`src/rtl/spi_regif_pkg.sv`:
```
package spi_regif_pkg;

  typedef struct packed {
    logic sdo_en;
    logic lsb_first;
    logic srst;
  } cfg_t;

  // upper nibble mirrored into lower nibble; bit 4 / bit 3 fixed at 1
  function automatic logic [7:0] cfg_byte(cfg_t c);
    return {c.sdo_en, c.lsb_first, c.srst, 1'b1, 1'b1, c.srst, c.lsb_first, c.sdo_en};
  endfunction

endpackage

```
`src/rtl/spi_regif_sync.sv`:
```
module spi_regif_sync #(
  parameter int unsigned      WIDTH   = 3,
  parameter int unsigned      STAGES  = 2,
  parameter logic [WIDTH-1:0] RST_VAL = '0
) (
  input  logic             clk_i,
  input  logic             rst_ni,
  input  logic [WIDTH-1:0] d_i,
  output logic [WIDTH-1:0] q_o
);

  logic [STAGES-1:0][WIDTH-1:0] stg_q;

  always_ff @(posedge clk_i or negedge rst_ni) begin
    if (!rst_ni) begin
      for (int s = 0; s < STAGES; s++) stg_q[s] <= RST_VAL;
    end else begin
      stg_q[0] <= d_i;
      for (int s = 1; s < STAGES; s++) stg_q[s] <= stg_q[s-1];
    end
  end

  assign q_o = stg_q[STAGES-1];

endmodule

```
`src/rtl/spi_regif_engine.sv`:
```
module spi_regif_engine #(
  parameter int unsigned ADDR_W = 15
) (
  input  logic              clk_i,
  input  logic              rst_ni,
  input  logic              cs_act_i,
  input  logic              sclk_rise_i,
  input  logic              sclk_fall_i,
  input  logic              sdi_i,
  input  logic              lsb_i,
  input  logic [7:0]        rdata_i,
  output logic [ADDR_W-1:0] addr_o,
  output logic              wr_o,
  output logic [7:0]        wdata_o,
  output logic              out_bit_o,
  output logic              out_act_o,
  output logic              rd_frame_o
);

  localparam int unsigned       INSTR_W = ADDR_W + 1;
  localparam int unsigned       CNT_W   = $clog2(INSTR_W + 1);
  localparam logic [CNT_W-1:0]  CNT_LAST = CNT_W'(INSTR_W - 1);
  localparam logic [CNT_W-1:0]  CNT_DATA = CNT_W'(INSTR_W);

  logic [CNT_W-1:0]   bit_cnt_q;
  logic [INSTR_W-1:0] instr_q, instr_nx;
  logic [7:0]         rx_q, rx_nx;
  logic [2:0]         dcnt_q, tx_pos;
  logic               rw_q, act_q, out_q;
  logic [ADDR_W-1:0]  ptr_q;
  logic               data_ph, byte_done;

  assign data_ph   = (bit_cnt_q == CNT_DATA);
  assign instr_nx  = lsb_i ? {sdi_i, instr_q[INSTR_W-1:1]} : {instr_q[INSTR_W-2:0], sdi_i};
  assign rx_nx     = lsb_i ? {sdi_i, rx_q[7:1]} : {rx_q[6:0], sdi_i};
  assign byte_done = cs_act_i && sclk_rise_i && data_ph && (dcnt_q == 3'd7);
  assign tx_pos    = lsb_i ? dcnt_q : 3'd7 - dcnt_q;

  always_ff @(posedge clk_i or negedge rst_ni) begin
    if (!rst_ni) begin
      bit_cnt_q <= '0;
      instr_q   <= '0;
      rx_q      <= '0;
      dcnt_q    <= '0;
      rw_q      <= 1'b0;
      act_q     <= 1'b0;
      out_q     <= 1'b0;
      ptr_q     <= '0;
    end else if (!cs_act_i) begin
      bit_cnt_q <= '0;
      dcnt_q    <= '0;
      rw_q      <= 1'b0;
      act_q     <= 1'b0;
    end else begin
      if (sclk_rise_i) begin
        if (!data_ph) begin
          instr_q   <= instr_nx;
          bit_cnt_q <= bit_cnt_q + CNT_W'(1);
          if (bit_cnt_q == CNT_LAST) begin
            rw_q  <= instr_nx[INSTR_W-1];
            ptr_q <= instr_nx[ADDR_W-1:0];
          end
        end else begin
          rx_q   <= rx_nx;
          dcnt_q <= dcnt_q + 3'd1;
          if (dcnt_q == 3'd7) ptr_q <= lsb_i ? ptr_q + ADDR_W'(1) : ptr_q - ADDR_W'(1);
        end
      end
      if (sclk_fall_i && data_ph && rw_q) begin
        act_q <= 1'b1;
        out_q <= rdata_i[tx_pos];
      end
    end
  end

  assign addr_o     = ptr_q;
  assign wr_o       = byte_done && !rw_q;
  assign wdata_o    = rx_nx;
  assign out_bit_o  = out_q;
  assign out_act_o  = act_q;
  assign rd_frame_o = rw_q;

endmodule

```
`src/rtl/spi_regif_regs.sv`:
```
module spi_regif_regs
  import spi_regif_pkg::*;
#(
  parameter int unsigned         ADDR_W   = 15,
  parameter int unsigned         NREG     = 4,
  parameter logic [NREG*8-1:0]   DEF_VAL  = {8'h00, 8'h00, 8'h3C, 8'hA5},
  parameter logic [NREG-1:0]     DEF_MASK = 4'b0011
) (
  input  logic              clk_i,
  input  logic              rst_ni,
  input  logic              wr_i,
  input  logic [ADDR_W-1:0] waddr_i,
  input  logic [7:0]        wdata_i,
  input  logic [ADDR_W-1:0] raddr_i,
  output logic [7:0]        rdata_o,
  output cfg_t              cfg_o
);

  cfg_t                  cfg_q;
  logic [NREG-1:0][7:0]  regs_w;

  always_ff @(posedge clk_i or negedge rst_ni) begin
    if (!rst_ni) begin
      cfg_q <= '0;
    end else if (wr_i && waddr_i == '0) begin
      cfg_q <= '{sdo_en: wdata_i[7], lsb_first: wdata_i[6], srst: wdata_i[5]};
    end else if (cfg_q.srst) begin
      cfg_q.srst <= 1'b0;
    end
  end

  for (genvar g = 0; g < NREG; g++) begin : g_reg
    logic [7:0] q;
    always_ff @(posedge clk_i or negedge rst_ni) begin
      if (!rst_ni) begin
        q <= DEF_MASK[g] ? DEF_VAL[g*8 +: 8] : 8'h00;
      end else if (wr_i && waddr_i == ADDR_W'(g + 1)) begin
        q <= wdata_i;
      end else if (cfg_q.srst && DEF_MASK[g]) begin
        q <= DEF_VAL[g*8 +: 8];
      end
    end
    assign regs_w[g] = q;
  end

  always_comb begin
    rdata_o = 8'h00;
    if (raddr_i == '0) rdata_o = cfg_byte(cfg_q);
    for (int i = 0; i < NREG; i++) begin
      if (raddr_i == ADDR_W'(i + 1)) rdata_o = regs_w[i];
    end
  end

  assign cfg_o = cfg_q;

endmodule

```
`src/rtl/spi_regif.sv`:
```
module spi_regif
  import spi_regif_pkg::*;
#(
  parameter int unsigned       ADDR_W      = 15,
  parameter int unsigned       NREG        = 4,
  parameter logic [NREG*8-1:0] DEF_VAL     = {8'h00, 8'h00, 8'h3C, 8'hA5},
  parameter logic [NREG-1:0]   DEF_MASK    = 4'b0011,
  parameter int unsigned       SYNC_STAGES = 2
) (
  input  logic              clk_i,
  input  logic              rst_ni,
  input  logic              cs_ni,
  input  logic              sclk_i,
  input  logic              sdio_i,
  output logic              sdio_o,
  output logic              sdio_oe_o,
  output logic              sdo_o,
  output logic              sdo_oe_o,
  output logic              reg_wr_o,
  output logic [ADDR_W-1:0] reg_addr_o,
  output logic [7:0]        reg_wdata_o
);

  logic [2:0]        pins_s;
  logic              cs_act, sclk_s, sclk_d, sdi_s, sclk_rise, sclk_fall;
  logic              lsb_act, sdo_act, out_bit, out_act, rd_frame, srst;
  logic [ADDR_W-1:0] addr;
  logic [7:0]        rdata, wdata;
  logic              wr;
  cfg_t              cfg;

  spi_regif_sync #(.WIDTH(3), .STAGES(SYNC_STAGES), .RST_VAL(3'b100)) i_sync (
    .clk_i (clk_i),
    .rst_ni(rst_ni),
    .d_i   ({cs_ni, sclk_i, sdio_i}),
    .q_o   (pins_s)
  );

  assign cs_act    = !pins_s[2];
  assign sclk_s    = pins_s[1];
  assign sdi_s     = pins_s[0];
  assign sclk_rise = sclk_s && !sclk_d;
  assign sclk_fall = !sclk_s && sclk_d;

  // order and pin selection only move between frames
  always_ff @(posedge clk_i or negedge rst_ni) begin
    if (!rst_ni) begin
      sclk_d  <= 1'b0;
      lsb_act <= 1'b0;
      sdo_act <= 1'b0;
    end else begin
      sclk_d <= sclk_s;
      if (!cs_act) begin
        lsb_act <= cfg.lsb_first;
        sdo_act <= cfg.sdo_en;
      end
    end
  end

  spi_regif_engine #(.ADDR_W(ADDR_W)) i_engine (
    .clk_i      (clk_i),
    .rst_ni     (rst_ni),
    .cs_act_i   (cs_act),
    .sclk_rise_i(sclk_rise),
    .sclk_fall_i(sclk_fall),
    .sdi_i      (sdi_s),
    .lsb_i      (lsb_act),
    .rdata_i    (rdata),
    .addr_o     (addr),
    .wr_o       (wr),
    .wdata_o    (wdata),
    .out_bit_o  (out_bit),
    .out_act_o  (out_act),
    .rd_frame_o (rd_frame)
  );

  spi_regif_regs #(
    .ADDR_W(ADDR_W), .NREG(NREG), .DEF_VAL(DEF_VAL), .DEF_MASK(DEF_MASK)
  ) i_regs (
    .clk_i  (clk_i),
    .rst_ni (rst_ni),
    .wr_i   (wr),
    .waddr_i(addr),
    .wdata_i(wdata),
    .raddr_i(addr),
    .rdata_o(rdata),
    .cfg_o  (cfg)
  );

  assign srst        = cfg.srst;
  assign sdio_o      = out_bit;
  assign sdo_o       = out_bit;
  assign sdio_oe_o   = out_act && !sdo_act;
  assign sdo_oe_o    = out_act && sdo_act;
  assign reg_wr_o    = wr;
  assign reg_addr_o  = addr;
  assign reg_wdata_o = wdata;

endmodule

```
`config.mk`:
```
export PLATFORM = sky130hd
export DESIGN_NAME = spi_regif
export DESIGN_NICKNAME = d
export VERILOG_FILES = /design/src/rtl/spi_regif_pkg.sv /design/src/rtl/spi_regif_sync.sv /design/src/rtl/spi_regif_engine.sv /design/src/rtl/spi_regif_regs.sv /design/src/rtl/spi_regif.sv
export SDC_FILE = /design/constraint.sdc
export NUM_CORES = 1
export LEC_CHECK = 0
export BUFFER_PORTS_ARGS = -buffer_cell sky130_fd_sc_hd__buf_4
export CAP_MARGIN = 30
export CORE_ASPECT_RATIO = 0.6
export CORE_MARGIN = 8
export CORE_UTILIZATION = 30
export CTS_CLUSTER_DIAMETER = 30
export DETAILED_ROUTE_END_ITERATION = 8
export PLACE_DENSITY = 0.43
export SETUP_SLACK_MARGIN = 0.15
export SYNTH_ARGS = -nofsm -noshare
export SYNTH_HDL_FRONTEND = slang
export SYNTH_SLANG_ARGS = --single-unit
export TNS_END_PERCENT = 20
```
`constraint.sdc`:
```
create_clock -name clk_i -period 3.5 [get_ports clk_i]
set_clock_uncertainty 0.15 [all_clocks]
set_input_delay 0.35 -clock clk_i [delete_from_list [all_inputs] [get_ports clk_i]]
set_output_delay 0.35 -clock clk_i [all_outputs]
set_load 0.01 [all_outputs]
```
==> run summary <==
Setup TNS Final -> 0 ns
Vias in the first global route -> 3917
Type of destination of the critical path -> flop
CTS root buffer -> clkbuf_16
P_leak -> 2.63 nW
DRC -> 0
Leading area contributor after synthesis -> dfrtp_1
Worst-path clk slew -> 0.07 ns
DR vias/cell -> 5.12
Slew margin rel. -> 48.1%
Synth-to-Final Area Change -> 16.1%
P per Cell Area -> 490 nW/µm²
Worst Path Max Fanout -> 7
Critical path required time -> 3.60 ns
Initial antenna violation count -> 0
Cell count after synthesis -> 549
Diodes inserted -> 0
CTS tree -> built
Max Cap Violations -> 0
Synth top area cells -> dfrtp_1 (42%), a21oi_1 (7.2%), nor2_1 (5.9%)
Area share of the largest cell type after synthesis -> 41.6%
Seq cells post-synth -> 94
Largest net degree at the start of global routing -> 59
Post-synthesis sequential area ratio -> 46.8%
GR Overflow Total -> 0
Syn. warnings -> 0
Async S/R FF share, synth -> 100%
Hold WC Path Type -> reg2reg
Placed standard-cell area -> 5500 µm²
Row Count -> 36
Setup-failing EPs final -> 0
Worst-skew pair later-pin latency -> 0.35 ns
Final hold vios -> 0
Count of input and output buffers -> 32
Fin nets -> 584
Post-route total power -> 2.88 mW
Clock Tree Buf Depth -> 2
Initial DRC count -> 355
Final Cell Area -> 5870 µm²
First-pass GRT wire length -> 23600 µm
First-pass DRT Iterations -> 5
Initial Util -> 30.9%
Total wire length -> 14600 µm
Tightest Pin Transition -> 0.778 ns
Synthesized Nets -> 563
Die Y-Extent -> 117 µm
IO Count -> 33
EDFF count, synth -> 0
Die ar. -> 21400 µm²
Status -> finished clean
Routed WL per cell -> 18.2 µm
Max rail drop VDD -> 232 µV
Fmax -> 0.337 GHz
Ys flop type -> dfrtp_1
Crit share post-route -> 84.8%
WS Path Type -> reg2reg
Layout cells sized above 1 -> 16.9%
CORE AREA -> 16400 µm²
GRT Overall Usage -> 14.2%
TritonCTS Buffers -> 9
Final HPWL DP -> 11000 µm
Total number of vias -> 4114
CTS sink cnt -> 94
DRT antenna net count -> 0
RD Place Congestion -> 0.867
Htree depth -> 3
Syn Area/Cell -> 9.21 µm²
Max Slew Vio Count -> 0
Critical path launch point type -> flop
Die width -> 184 µm
Synth unique cells -> 68
Crit path time final -> 2.97 ns
Unrepaired setup endpoints after global routing -> no
CP Data Arrival Time -> 3.06 ns
Synth Cell Area -> 5060 µm²
-- sequential cells by signal (all words and copies together) (netlist names), 3 cells and up --
register	flops
i_engine.rx_q	8
i_regs.g.q	32
i_sync.stg_q	3
i_engine.dcnt_q	3
i_engine.bit_cnt_q	5
i_engine.instr_q	16
i_engine.addr_o	15
i_sync.q_o	3
i_regs.cfg_o	3
-- worst paths after layout --
check,startpoint,end,slack (ns),cells after the start
worst min-delay path,i_sync.stg_q[1]$_DFF_PN0_,i_sync.q_o[1]$_DFF_PN0_,0.20,0
max in group asynchronous,rst_ni,i_engine.addr_o[6]$_DFFE_PN0P_,1.90,3
worst max register to register,i_engine.addr_o[0]$_DFFE_PN0P_,i_engine.out_bit_o$_DFFE_PN0P_,0.53,8
min in group asynchronous,rst_ni,i_engine.instr_q[13]$_DFFE_PN0P_,0.48,2
worst max-delay path,i_engine.addr_o[0]$_DFFE_PN0P_,i_engine.out_bit_o$_DFFE_PN0P_,0.53,8
worst min register to register,i_sync.stg_q[1]$_DFF_PN0_,i_sync.q_o[1]$_DFF_PN0_,0.20,0
-- worst max-delay path, cell delays in order, from the launching register on --
cell       delay (ns)
dfrtp_1          0.46
inv_1            0.15
ha_1             0.29
nor2b_1          0.36
a221oi_1         0.14
a2111oi_0        0.55
nor3_1           0.12
or4b_1           0.53
o32ai_1          0.14
-- routing by layer --
| layer | track usage (%) | vias up | routed length, µm |
|---|---|---|---|
| met2 | 18.1 | 125 | 5340 |
| met1 | 22.7 | 1980 | 8160 |
| met4 | 1.94 | 0 | 59 |
| li1 | - | 2004 | - |
| met5 | 0 | - | 0 |
| met3 | 4.13 | 5 | 1060 |
-- final cells by class --
class	count	area [µm²]
well taps	228	285
repair buffers	53	408
clock buffers	10	239
fillers	1679	10500
flip-flops and latches	94	2370
inverters	23	86.3
clock inverters	6	91.3
multi-input cells	389	2400
-- through the flow --
stage | hold slack (ns) | std cells | worst slack (ns) | utilization [%]
2_1_floorplan | -0.0956 | 549 | 0.886 | -
3_3_place_gp | 0.183 | 783 | 0.703 | 33.7
3_5_place_dp | 0.188 | 783 | 0.558 | 33.7
4_1_cts | 0.205 | 803 | 0.555 | 35.9
5_1_grt | 0.216 | 803 | 0.358 | 35.9
6_report | 0.203 | 803 | 0.532 | 35.9
-- placed cells by master (no fill, tap or decap), drive strengths merged, types with 5 or more instances in the layout --
| cell | synthesis | routed |
|---|---|---|
| nand4 | 5 | 5 |
| o21ai | 18 | 18 |
| and3 | 8 | 8 |
| dfstp | 10 | 10 |
| ha | 9 | 9 |
| nor3 | 20 | 20 |
| mux2i | 24 | 24 |
| nor3b | 10 | 10 |
| nor2 | 79 | 79 |
| inv | 23 | 25 |
| buf | 12 | 49 |
| a21o | 7 | 7 |
| nor4 | 6 | 6 |
| mux2 | 5 | 5 |
| dfrtp | 84 | 84 |
| clkbuf | 30 | 10 |
| a21oi | 73 | 73 |
| o22a | 5 | 5 |
| nand3 | 5 | 5 |
| o22ai | 8 | 8 |
| nand2 | 32 | 32 |
-- cells by family after synthesis --
kind of cell / count (synthesis) / share of synthesized area, %
AO/OA/AOI/OAI: 153 / 18.9
XOR/XNOR: 5 / 0.866
adder cells (fa/ha/maj): 9 / 2.23
buffers and inverters: 66 / 6.04
flip-flops: 94 / 46.8
multiplexers: 29 / 5.86
AND/OR/NAND/NOR: 193 / 19.3
-- synth_stat cells, drive strengths merged (4+ instances only) --
library cell	instances
a21o	7
a21oi	73
a31oi	4
a32oi	4
and3	8
buf	12
clkbuf	30
dfrtp	84
dfstp	10
ha	9
inv	23
mux2	5
mux2i	24
nand2	32
nand2b	4
nand3	5
nand3b	4
nand4	5
nor2	79
nor3	20
nor3b	10
nor4	6
o21ai	18
o22a	5
o22ai	8
or4	4
xor2	4
-- power breakdown --
group          leakage [nW]  switching (mW)  total (mW)  internal, mW
combinational          1.27           0.302       0.497         0.195
sequential             1.19          0.0918        1.28          1.18
clock                 0.163           0.455        1.11         0.652
total                  2.63           0.849        2.88          2.03
-- timing repair --
item | CTS | global route
gates resized for setup | 0 | 0
setup buffers | 0 | 0
setup endpoints to repair | 0 | 0
hold endpoints to repair | 55 | 0
hold buffers | 4 | 0
No activity file was read; power rests on OpenSTA's default activity.
